`src/rtl/sram_strobe_seq.sv`:
```
module sram_strobe_seq #(
  parameter int AW = 16,
  parameter int DW = 16,
  parameter int TAGW = 2,
  localparam int CFGW = 38
) (
  input  logic            clk,
  input  logic            rst_n,
  input  logic [CFGW-1:0] cfg,
  input  logic            req_valid,
  output logic            req_ready,
  input  logic            req_we,
  input  logic [AW-1:0]   req_addr,
  input  logic [DW-1:0]   req_wdata,
  output logic            done,
  output logic [DW-1:0]   rdata,
  output logic [AW-1:0]   mem_addr,
  output logic            addr_en,
  output logic            cs_n,
  output logic            rd_n,
  output logic            wr_n,
  output logic [DW-1:0]   dq_out,
  output logic            dq_oe,
  input  logic [DW-1:0]   dq_in
);

  typedef enum logic [2:0] {S_IDLE, S_SETUP, S_LEAD, S_STRB, S_TAIL, S_HOLD} st_t;

  function automatic logic [4:0] wait_map(input logic [3:0] c);
    case (c)
      4'd10:   wait_map = 5'd11;
      4'd11:   wait_map = 5'd13;
      4'd12:   wait_map = 5'd15;
      4'd13:   wait_map = 5'd17;
      4'd14:   wait_map = 5'd21;
      4'd15:   wait_map = 5'd25;
      default: wait_map = {1'b0, c};
    endcase
  endfunction

  st_t         st, nst;
  logic [4:0]  cnt, ncnt;
  logic [22:0] cfg_q, ccfg;
  logic        we_q, cwe, acc;
  logic [2:0]  gap, need;
  logic        have_prev, last_we;
  logic [TAGW-1:0] last_tag;
  logic        same_area;
  logic [4:0]  l_setup, l_hold, l_lead, l_tail, l_strb;

  assign ccfg = (st == S_IDLE) ? cfg[22:0] : cfg_q;
  assign cwe  = (st == S_IDLE) ? req_we : we_q;

  assign l_setup = {2'b0, ccfg[2:0]};
  assign l_hold  = {2'b0, ccfg[5:3]};
  assign l_lead  = cwe ? {2'b0, ccfg[14:12]} : {2'b0, ccfg[8:6]};
  assign l_tail  = cwe ? {2'b0, ccfg[17:15]} : {2'b0, ccfg[11:9]};
  assign l_strb  = 5'd1 + wait_map(ccfg[21:18]) + {4'b0, ~cwe & ccfg[22]};

  assign same_area = (req_addr[AW-1 -: TAGW] == last_tag);

  always_comb begin
    if (!have_prev)   need = 3'd0;
    else if (last_we) need = cfg[25:23];
    else if (req_we)  need = same_area ? cfg[28:26] : cfg[31:29];
    else              need = same_area ? cfg[34:32] : cfg[37:35];
  end

  assign req_ready = (st == S_IDLE) && (gap >= need);
  assign acc       = req_valid && req_ready;

  always_comb begin
    nst  = st;
    ncnt = cnt;
    if (st == S_IDLE) begin
      if (acc) begin
        if (l_setup != 5'd0) begin
          nst = S_SETUP; ncnt = l_setup - 5'd1;
        end else if (l_lead != 5'd0) begin
          nst = S_LEAD;  ncnt = l_lead - 5'd1;
        end else begin
          nst = S_STRB;  ncnt = l_strb - 5'd1;
        end
      end
    end else if (cnt != 5'd0) begin
      ncnt = cnt - 5'd1;
    end else begin
      case (st)
        S_SETUP:
          if (l_lead != 5'd0) begin
            nst = S_LEAD; ncnt = l_lead - 5'd1;
          end else begin
            nst = S_STRB; ncnt = l_strb - 5'd1;
          end
        S_LEAD: begin
          nst = S_STRB; ncnt = l_strb - 5'd1;
        end
        S_STRB:
          if (l_tail != 5'd0) begin
            nst = S_TAIL; ncnt = l_tail - 5'd1;
          end else if (l_hold != 5'd0) begin
            nst = S_HOLD; ncnt = l_hold - 5'd1;
          end else begin
            nst = S_IDLE; ncnt = 5'd0;
          end
        S_TAIL:
          if (l_hold != 5'd0) begin
            nst = S_HOLD; ncnt = l_hold - 5'd1;
          end else begin
            nst = S_IDLE; ncnt = 5'd0;
          end
        default: begin
          nst = S_IDLE; ncnt = 5'd0;
        end
      endcase
    end
  end

  always_ff @(posedge clk or negedge rst_n) begin
    if (!rst_n) begin
      st        <= S_IDLE;
      cnt       <= 5'd0;
      cfg_q     <= '0;
      we_q      <= 1'b0;
      mem_addr  <= '0;
      dq_out    <= '0;
      rdata     <= '0;
      done      <= 1'b0;
      addr_en   <= 1'b0;
      cs_n      <= 1'b1;
      rd_n      <= 1'b1;
      wr_n      <= 1'b1;
      dq_oe     <= 1'b0;
      gap       <= 3'd0;
      have_prev <= 1'b0;
      last_we   <= 1'b0;
      last_tag  <= '0;
    end else begin
      st      <= nst;
      cnt     <= ncnt;
      done    <= (st != S_IDLE) && (nst == S_IDLE);
      addr_en <= (nst != S_IDLE);
      cs_n    <= !(nst == S_LEAD || nst == S_STRB || nst == S_TAIL);
      rd_n    <= !(nst == S_STRB && !cwe);
      wr_n    <= !(nst == S_STRB && cwe);
      dq_oe   <= cwe && (nst == S_LEAD || nst == S_STRB || nst == S_TAIL);
      if (acc) begin
        cfg_q     <= cfg[22:0];
        we_q      <= req_we;
        mem_addr  <= req_addr;
        dq_out    <= req_wdata;
        have_prev <= 1'b1;
        last_we   <= req_we;
        last_tag  <= req_addr[AW-1 -: TAGW];
      end
      if (st == S_STRB && cnt == 5'd0 && !we_q)
        rdata <= dq_in;
      if (st != S_IDLE && nst == S_IDLE)
        gap <= 3'd0;
      else if (st == S_IDLE && gap != 3'd7)
        gap <= gap + 3'd1;
    end
  end

endmodule

```
`config.mk`:
```
export PLATFORM = sky130hd
export DESIGN_NAME = sram_strobe_seq
export DESIGN_NICKNAME = d
export VERILOG_FILES = /design/src/rtl/sram_strobe_seq.sv
export SDC_FILE = /design/constraint.sdc
export NUM_CORES = 1
export LEC_CHECK = 0
export ABC_CLOCK_PERIOD_IN_PS = 3750
export BUFFER_PORTS_ARGS = -buffer_cell sky130_fd_sc_hd__buf_2
export CAP_MARGIN = 20
export CORE_MARGIN = 2
export CORE_UTILIZATION = 40
export CTS_BUF_LIST = sky130_fd_sc_hd__clkbuf_8
export DETAILED_ROUTE_END_ITERATION = 12
export PLACE_DENSITY = 0.7
export REMOVE_ABC_BUFFERS = 1
export SLEW_MARGIN = 10
export SYNTH_ARGS = -nofsm -noshare
export SYNTH_HDL_FRONTEND = slang
export SYNTH_SLANG_ARGS = --single-unit
```
`constraint.sdc`:
```
create_clock -name clk -period 3.75 [get_ports clk]
set_input_delay 0.1875 -clock clk [delete_from_list [all_inputs] [get_ports clk]]
set_output_delay 0.1875 -clock clk [all_outputs]
set_load 0.02 [all_outputs]
```
==> out/results.txt, run 1 <==
DRT antenna net count: 0
Vias: 3899
Gate power share: 56.1%
Cell Chain, Critical Path: xnor2_1, nand2_1, mux4_2, mux2i_1, nor2b_1, ha_1, nand2b_1, a211oi_1, buf_4, nor4_4, buf_12, mux2_2
Crit path kind: flip-flop to flip-flop
Synth-to-Final Area Change: 23.5%
Worst stage delay on the critical path: 580 ps
Via density: 5.18
Status: finished clean
Fill count: 1102
Post-synthesis cell type count: 52
Largest net degree at the start of global routing: 56
N_diodes: 0
Initial antenna violation count: 1
Gate Count Post-Synth: 436
Cell Area, Synth: 4970 sq um
Fin crit period: 3360 ps
VDD IR max: 0.000461 V
Main synth FF type: dfrtp_1
Endpoint type of the worst setup path: flip-flop
Ports: 145
YS warnings: 0
Psw: 2.48 mW
Routability cong.: 0.872
Period utilization: 89.6%
Final Cell Area: 6130 sq um
CP arrival: 3620 ps
Vias in the first global route: 3908
Clk slew on worst S/H paths: 90 ps
Post-placement cell count: 735
Setup-failing EPs final: 0
Max-slew headroom: 53.0%
Slew Viols, Final: 0
DRC Markers: 0
Seq pwr share: 30.9%
Max clock buf depth: 2
Initial Util: 41.2%
Num CTS Buffers: 9
Slowest CP cell: nor4_4
Sequential Area: 2260 sq um
CP max FO: 33
Area of the multi-input gates: 2510 sq um
Final Skew: 8.00 ps
Switching Fraction: 42.3%
GRT Total Usage: 18.2%
Row count: 40
Cell Area, Placed: 5890 sq um
Avg Inst Size Synth: 11.4 sq um
Die height: 115 um
Asr flop ratio synth: 100%
Max frequency: 298 MHz
Port bufs: 144
Fraction of layout cells with a size suffix above 1: 46.7%
Max-cap violations: 0
RSZ-0062 raised after global routing: no
Layout Cells excl Fill: 752
Worst-Margin Slew: 705 ps
Total congestion overflow: 0
Area of the die: 13300 sq um
Total Routed Length: 11.7 mm
Clk root buf: clkbuf_8
Number of H-tree levels: 3
CP required: 4010 ps
Clk sink count: 90
CTS tree: yes
Internal: 3.39 mW
Clock Power Share: 13.0%
CP Launch Type: flip-flop
HPWL Detailed: 8.89 mm
Wire length per cell: 15.6 um
Min-Delay Path Class: input port to flip-flop
Core Area: 12100 sq um
1st-iter DRT viols: 208
Global-route wire length before repair: 19.0 mm
Cells on Worst Hold Path: 2
Reg2Reg Depth: 12
Setup ws final: 389 ps
Die X: 115 um
Number of synthesized flops with an enable pin: 0
Setup TNS: 0 ps
Register area share after synthesis: 45.4%
Nets: 685
Overall power consumption: 5.87 mW
Clk Latency, worst-skew pair: 370 ps
Pwr dens: 958 nW/um^2
Hold Vio Cnt, Final: 0
Leak: 2.83 nW
Dpl ws: 374 ps
DRT Pass-1 Iters: 4
Flops & latches, synth: 90
Post-cts gate resize count: 0
cell type report:
cell class	count	area share, %
multi-input cells	308	41.0
flip-flops and latches	90	36.8
repair buffers	162	14.4
well taps	168	3.43
clock buffers	10	2.24
clock inverters	6	1.59
inverters	8	0.490
repair_timing:
action	in CTS	in global routing
setup buffers	0	0
hold buffers	1	0
endpoints found under the hold margin	51	0
per-stage QoR:
step	utilization, %	hold WS [ps]
2_1_floorplan	-	-108
3_3_place_gp	48.8	272
3_5_place_dp	48.8	283
4_1_cts	50.8	9.41
5_1_grt	50.8	10.5
6_report	50.8	38.2
registers in the layout (all words and copies together), names as in the netlist:
register and count:
mem_addr 16, have_prev 1, cs_n 1, rd_n 1
dq_out 16, last_we 1, cfg_q 23, wr_n 1
rdata 16, gap 3, cnt 5, st 3
dq_oe 1, done 1, addr_en 1
synthesized netlist by cell type (2+ instances only):
cell      instances  area, sq um
o211ai_1          3         22.5
o32ai_1           2         17.5
and3b_1           2         17.5
dfrtp_1          87         2180
or2_2             3         18.8
nand2_1          26         97.6
nand2b_1          7         43.8
o22ai_1           5         31.3
buf_6             6         67.6
or3b_2            2         17.5
buf_1             2         7.51
a21o_1            4         30.0
inv_1             8         30.0
dfstp_2           3         78.8
a31oi_1           2         12.5
buf_2             6         30.0
or4b_2            3         30.0
xnor2_1           4         35.0
or3_1             2         12.5
a211oi_1          5         37.5
o21ai_0          15         75.1
nor4_1            5         31.3
nor2_1           22         82.6
nor3_1           12         60.1
a21oi_1          26          130
nor3b_1           2         15.0
a22o_1            7         61.3
mux2_2           79          890
clkbuf_1         16         60.1
a21boi_0          2         15.0
mux2_1            4         45.0
ha_1             16          200
mux2i_1          19          190
or4_1             2         15.0
nand3_1           2         10.0
nand3b_1          5         37.5
mux4_2            3         67.6
o31ai_1           3         22.5
logic make-up (layout without fill, tap and decap cells):
family / after synthesis / count (layout) / share of synthesized area (%)
buffers and inverters: 38 / 186 / 3.93
adders and majority gates: 16 / 16 / 4.03
xor gates and xnor gates: 5 / 5 / 0.882
DFF: 90 / 90 / 45.4
and+or+nand+nor: 102 / 102 / 11.5
muxes: 105 / 105 / 24.0
AOI/OAI and AO/OA: 80 / 80 / 10.2
layer usage:
metal	track usage, %	vias to the layer above	wire length (um)
li1	-	1891	-
met1	22.3	1875	4950
met2	30.8	111	5810
met3	5.75	20	756
met4	5.22	2	186
met5	0	-	16
critical path, delay by kind of cell, from the launching register on:
family | cells | cell delay [ps]
AOI/OAI and AO/OA | 1 | 70
xor gates and xnor gates | 1 | 140
adders and majority gates | 1 | 260
buffers and inverters | 2 | 440
DFF | 1 | 410
muxes | 3 | 1000
and+or+nand+nor | 4 | 900
layout by cell type (no fill, tap or decap), types with 2 or more instances in the layout:
cell type and count:
buf_2 143, dfstp_2 3, o211ai_1 3, or3_1 2
a22o_1 7, a21oi_1 26, mux4_2 3, buf_4 16
and3b_1 2, nor4_1 5, clkinv_4 2, inv_1 8
bufinv_16 2, or4b_2 3, nand2b_1 7, or4_1 2
a211oi_1 5, nand3_1 2, nor3b_1 2, nor3_1 12
o21ai_0 15, nand2_1 26, buf_12 2, mux2i_1 19
dfrtp_1 87, o32ai_1 2, mux2_1 4, nor2_1 22
mux2_2 79, nand3b_1 5, or2_2 3, o22ai_1 5
xnor2_1 4, clkbuf_8 10, or3b_2 2, a21o_1 4
ha_1 16, a31oi_1 2, a21boi_0 2, o31ai_1 3
path summary, 6_finish.rpt:
check / startpoint / slack [ps] / to
worst min register to register: cfg_q[15]$_DFFE_PN0P_ / 500 / cfg_q[15]$_DFFE_PN0P_
worst max register to register: mem_addr[15]$_DFFE_PN0P_ / 390 / mem_addr[8]$_DFFE_PN0P_
worst max-delay path: mem_addr[15]$_DFFE_PN0P_ / 390 / mem_addr[8]$_DFFE_PN0P_
min in group asynchronous: rst_n / 390 / cnt[2]$_DFFE_PN0P_
max in group asynchronous: rst_n / 2430 / dq_out[14]$_DFFE_PN0P_
worst min-delay path: req_addr[3] / 40 / mem_addr[3]$_DFFE_PN0P_
power groups by stage:
stage / clock network, mW / registers [mW] / logic (mW)
6_report: 0.766 / 1.81 / 3.29
3_5_place_dp: 0 / 1.83 / 3.29
5_1_grt: 0.837 / 1.88 / 3.60
2_1_floorplan: 0 / 2.16 / 1.88
4_1_cts: 0.801 / 1.82 / 3.31
3_3_place_gp: 0 / 1.81 / 3.23
Note: power is estimated with default switching activity, not from simulation.
==> inputs of run 2 (changes only) <==
Settings changed: CELL_PAD_IN_SITES_DETAIL_PLACEMENT set to 2, CELL_PAD_IN_SITES_GLOBAL_PLACEMENT set to 2, CORE_UTILIZATION 40 to 31, PLACE_DENSITY 0.7 to 0.82.
==> out/results.txt, run 2 (same netlist as run 1, synthesis figures left out) <==
Status: finished clean
Slew Viols, Final: 0
Core Area: 15800 sq um
Internal: 3.40 mW
Total congestion overflow: 0
Max-slew headroom: 43.0%
VDD IR max: 0.000380 V
Endpoint type of the worst setup path: flip-flop
Crit path kind: flip-flop to flip-flop
Worst hold slack: 34.1 ps
Switching Fraction: 44.0%
Sequential Area: 2260 sq um
Initial antenna violation count: 0
Row count: 46
Period utilization: 92.4%
HPWL Detailed: 12.0 mm
Clock Power Share: 12.7%
CP arrival: 3720 ps
Largest Register: cfg_q
CP Launch Type: flip-flop
Clk slew on worst S/H paths: 90 ps
Port bufs: 144
Min-Delay Path Class: input port to flip-flop
RSZ-0062 raised after global routing: no
Commonest non-fill, non-tap cells in the layout: 143 x buf_2, 87 x dfrtp_1, 79 x mux2_2
Die height: 131 um
Fin crit period: 3460 ps
Synth-to-Final Area Change: 24.7%
Post-cts gate resize count: 0
Clk sink count: 90
Cell Chain, Critical Path: xnor2_1, nand2_1, mux4_2, mux2i_1, nor2b_1, ha_1, nand2b_1, a211oi_1, nor4_4, buf_4, mux2_1
Clk root buf: clkbuf_8
Nets: 686
Final Skew: 8.30 ps
Worst-Margin Slew: 855 ps
GRT Total Usage: 19.2%
Pwr dens: 981 nW/um^2
DRT Pass-1 Iters: 4
DRT antenna net count: 0
Area of the die: 17000 sq um
CP required: 4010 ps
Post-CTS Hold Buffers: 1
Psw: 2.67 mW
1st-iter DRT viols: 127
Max frequency: 289 MHz
Die X: 131 um
Gate power share: 56.9%
Vias in the first global route: 4538
Flip-flop count of the largest register after layout: 23
Number of H-tree levels: 3
Cell Area, Placed: 5950 sq um
N_diodes: 0
Max clock buf depth: 2
Ports: 145
Seq pwr share: 30.4%
Most common cell after layout, fill and taps aside: buf_2
DRC Markers: 0
CP max FO: 17
Clk Latency, worst-skew pair: 380 ps
Final Cell Area: 6190 sq um
Vias: 4064
Post-placement cell count: 784
Overall power consumption: 6.07 mW
Fraction of layout cells with a size suffix above 1: 46.7%
Routability cong.: 0.806
Leak: 2.83 nW
Num CTS Buffers: 9
Initial Util: 31.5%
Slowest CP cell: nor4_4
Largest net degree at the start of global routing: 65
Max-cap violations: 0
Setup bufs post-CTS: 0
Layout Cells excl Fill: 801
Setup-failing EPs final: 0
Fill count: 1729
Wire length per cell: 19.4 um
Global-route wire length before repair: 24.9 mm
Worst stage delay on the critical path: 660 ps
Hold Vio Cnt, Final: 0
Area of the multi-input gates: 2510 sq um
Via density: 5.07
Total Routed Length: 15.5 mm
CTS tree: yes
Setup TNS: 0 ps
[run 2: critical path: cells and delay by family (launching register included)]
family	cells	cell delay [ps]
adders and majority gates	1	260
xor gates and xnor gates	1	130
DFF	1	410
buffers and inverters	1	380
AOI/OAI and AO/OA	1	140
and+or+nand+nor	4	980
muxes	3	1040
[run 2: metal layers]
layer | GRT usage, % | wire (um) | vias up
met1 | 22.6 | 6200 | 2062
met5 | 0 | 0 | -
met4 | 6.70 | 247 | 0
met3 | 5.09 | 991 | 17
met2 | 33.9 | 8100 | 111
li1 | - | - | 1874
[run 2: stage by stage]
| stage | worst slack [ps] | util, % |
|---|---|---|
| after floorplan | -755 | - |
| after global placement | 405 | 37.8 |
| after detailed placement | 258 | 37.8 |
| after CTS | 232 | 39.3 |
| after global routing | 41.4 | 39.3 |
| final | 285 | 39.3 |
[run 2: final timing paths]
path	start	end	depth (start not counted)	slack, ps
max reg2reg	mem_addr[15]$_DFFE_PN0P_	cfg_q[15]$_DFFE_PN0P_	11	290
min reg2reg	dq_out[0]$_DFFE_PN0P_	dq_out[0]$_DFFE_PN0P_	1	510
min in group asynchronous	rst_n	mem_addr[8]$_DFFE_PN0P_	2	440
max	mem_addr[15]$_DFFE_PN0P_	cfg_q[15]$_DFFE_PN0P_	11	290
min	dq_in[9]	rdata[9]$_DFFE_PN0P_	2	30
max in group asynchronous	rst_n	mem_addr[11]$_DFFE_PN0P_	3	2390
[run 2: area by class of cell]
type | count | share of cell area (%)
sequential | 90 | 36.4
clock inverter | 6 | 1.43
timing repair buffer | 163 | 14.4
clock buffer | 10 | 2.22
tap | 216 | 4.37
multi-input combinational | 308 | 40.6
inverter | 8 | 0.485
[run 2: power groups by stage]
stage	sequential, mW	combinational, mW	clock (mW)
floorplan	2.16	1.88	0
global placement	1.81	3.32	0
detailed placement	1.86	3.48	0
CTS	1.85	3.51	0.793
global route	1.93	3.78	0.831
finish	1.85	3.45	0.771
==> inputs of run 3 (changes only) <==
Settings changed: ABC_CLOCK_PERIOD_IN_PS 3750 to 3350, CORE_UTILIZATION 31 to 34, PLACE_DENSITY 0.82 to 0.86.
Clock period 3.75 ns to 3.35 ns, I/O delays scaled along.
==> out/results.txt, run 3 (same netlist as run 1, synthesis figures left out) <==
Port bufs: 144
Min-Delay Path Class: input port to flip-flop
Worst R2R Setup Slack: 8 ps
Slowest CP cell: mux4_2
Initial Util: 34.4%
Cell Chain, Critical Path: xnor2_1, nand2_2, mux4_2, mux2i_1, nor2b_1, ha_1, nand2b_4, a211oi_4, nor4_4, buf_6, buf_4, or4_4
Global-route wire length before repair: 30.1 mm
Largest Register: cfg_q
Most common cell after layout, fill and taps aside: buf_2
Sequential Area: 2260 sq um
Clk sink count: 90
Pwr dens: 1150 nW/um^2
Clk root buf: clkbuf_8
Area of the multi-input gates: 2600 sq um
Finished Core Util: 46.3%
Wire length per cell: 27.7 um
Area of the die: 15600 sq um
Delay-heaviest family, CP: simple AND/OR/NAND/NOR gates
1st-iter DRT viols: 243
Final Skew: 32.2 ps
GRT Total Usage: 25.1%
Reg2Reg Depth: 12
Period utilization: 99.8%
Flip-flop count of the largest register after layout: 23
Clk Latency, worst-skew pair: 420 ps
HPWL Detailed: 11.8 mm
Leak: 3.06 nW
Clk slew on worst S/H paths: 100 ps
DRT Pass-1 Iters: 5
Row count: 44
CP Launch Type: flip-flop
Worst stage delay on the critical path: 520 ps
Number of H-tree levels: 3
FF-to-FF End: addr_en$_DFF_PN0_
Num CTS Buffers: 9
CP arrival: 3600 ps
Max clock buf depth: 2
Total congestion overflow: 0
DRT antenna net count: 0
DRC Markers: 0
Setup ws final: 7.59 ps
Synth-to-Final Area Change: 34.6%
Hold Vio Cnt, Final: 0
Total Routed Length: 22.4 mm
Endpoint type of the worst setup path: flip-flop
CP endpoint: addr_en$_DFF_PN0_
Largest net degree at the start of global routing: 49
VDD IR max: 0.000674 V
Fill count: 1454
Commonest non-fill, non-tap cells in the layout: 143 x buf_2, 86 x dfrtp_1, 71 x mux2_2
Initial antenna violation count: 1
Status: finished clean
Max-slew headroom: 53.2%
Fin crit period: 3340 ps
Ports: 145
Die height: 125 um
Nets: 724
Slew Viols, Final: 0
CTS tree: yes
Worst R2R Start: mem_addr[15]$_DFFE_PN0P_
Via density: 5.66
Vias: 4575
Vias in the first global route: 5171
Crit path kind: flip-flop to flip-flop
Critical Path Stages: 12
Dpl ws: 39.9 ps
Fraction of layout cells with a size suffix above 1: 46.9%
Core Area: 14400 sq um
Overall power consumption: 7.72 mW
Worst setup startpoint: mem_addr[15]$_DFFE_PN0P_
Max-cap violations: 0
WP buf/inv: 2
Max frequency: 299 MHz
Die X: 125 um
Routability cong.: 0.853
CP required: 3610 ps
Worst-Margin Slew: 702 ps
Setup-failing EPs final: 0
CP max FO: 5
-- run 3: cell types whose count changed in the layout (fill, tap and decap cells not counted), sizes merged --
cell / previous run / this run
buf: 162 / 167
clkinv: 0 / 2
clkbuf: 10 / 12
inv: 11 / 10
diode: 0 / 1
dlygate4sd3: 1 / 31
-- run 3: per-stage QoR --
stage	cell area, sq um	TNS (ps)	instances	hold slack (ps)
2_1_floorplan	4800	-72950	406	-128
3_3_place_gp	5920	0	751	398
3_5_place_dp	5950	0	752	201
4_1_cts	6480	0	799	0.406
5_1_grt	6690	-506	808	-2.73
6_report	6690	0	808	4.87
-- run 3: what timing repair did --
item	4_1_cts	5_1_grt
hold endpoints to repair	72	0
gates resized for setup	0	20
buffers inserted	0	6
setup endpoints to repair	0	69
hold buffers	31	0
-- run 3: metal layers --
metal | up-vias | global-route usage, % | part of all wire (%)
li1 | 1963 | - | -
met1 | 2332 | 27.4 | 38
met2 | 218 | 45.2 | 51
met5 | - | 0 | 0
met4 | 0 | 12.0 | 4.6
met3 | 62 | 6.27 | 5.9
-- run 3: area by class of cell --
type | instances | area share (%)
Multi-Input combinational cell | 308 | 38.9
Sequential cell | 90 | 33.8
Timing Repair Buffer | 201 | 20.1
Tap cell | 184 | 3.44
Clock buffer | 9 | 1.85
Clock inverter | 7 | 1.48
Inverter | 8 | 0.449
Antenna cell | 1 | 0.0374
-- run 3: how the worst min path moves through the flow --
stage,startpoint,endpoint,cells past startpoint
2_1_floorplan,rst_n,addr_en$_DFF_PN0_,0
3_3_place_gp,req_addr[6],mem_addr[6]$_DFFE_PN0P_,2
3_5_place_dp,rst_n,mem_addr[11]$_DFFE_PN0P_,1
4_1_cts,dq_in[1],rdata[1]$_DFFE_PN0P_,2
5_1_grt,req_wdata[10],dq_out[10]$_DFFE_PN0P_,2
6_report,dq_in[13],rdata[13]$_DFFE_PN0P_,2
-- run 3: where the power goes --
group | leakage, nW | internal [mW] | switching [mW] | total [mW]
logic | 1.88 | 1.97 | 2.66 | 4.63
registers | 1.07 | 1.64 | 0.531 | 2.17
clock network | 0.110 | 0.426 | 0.485 | 0.911
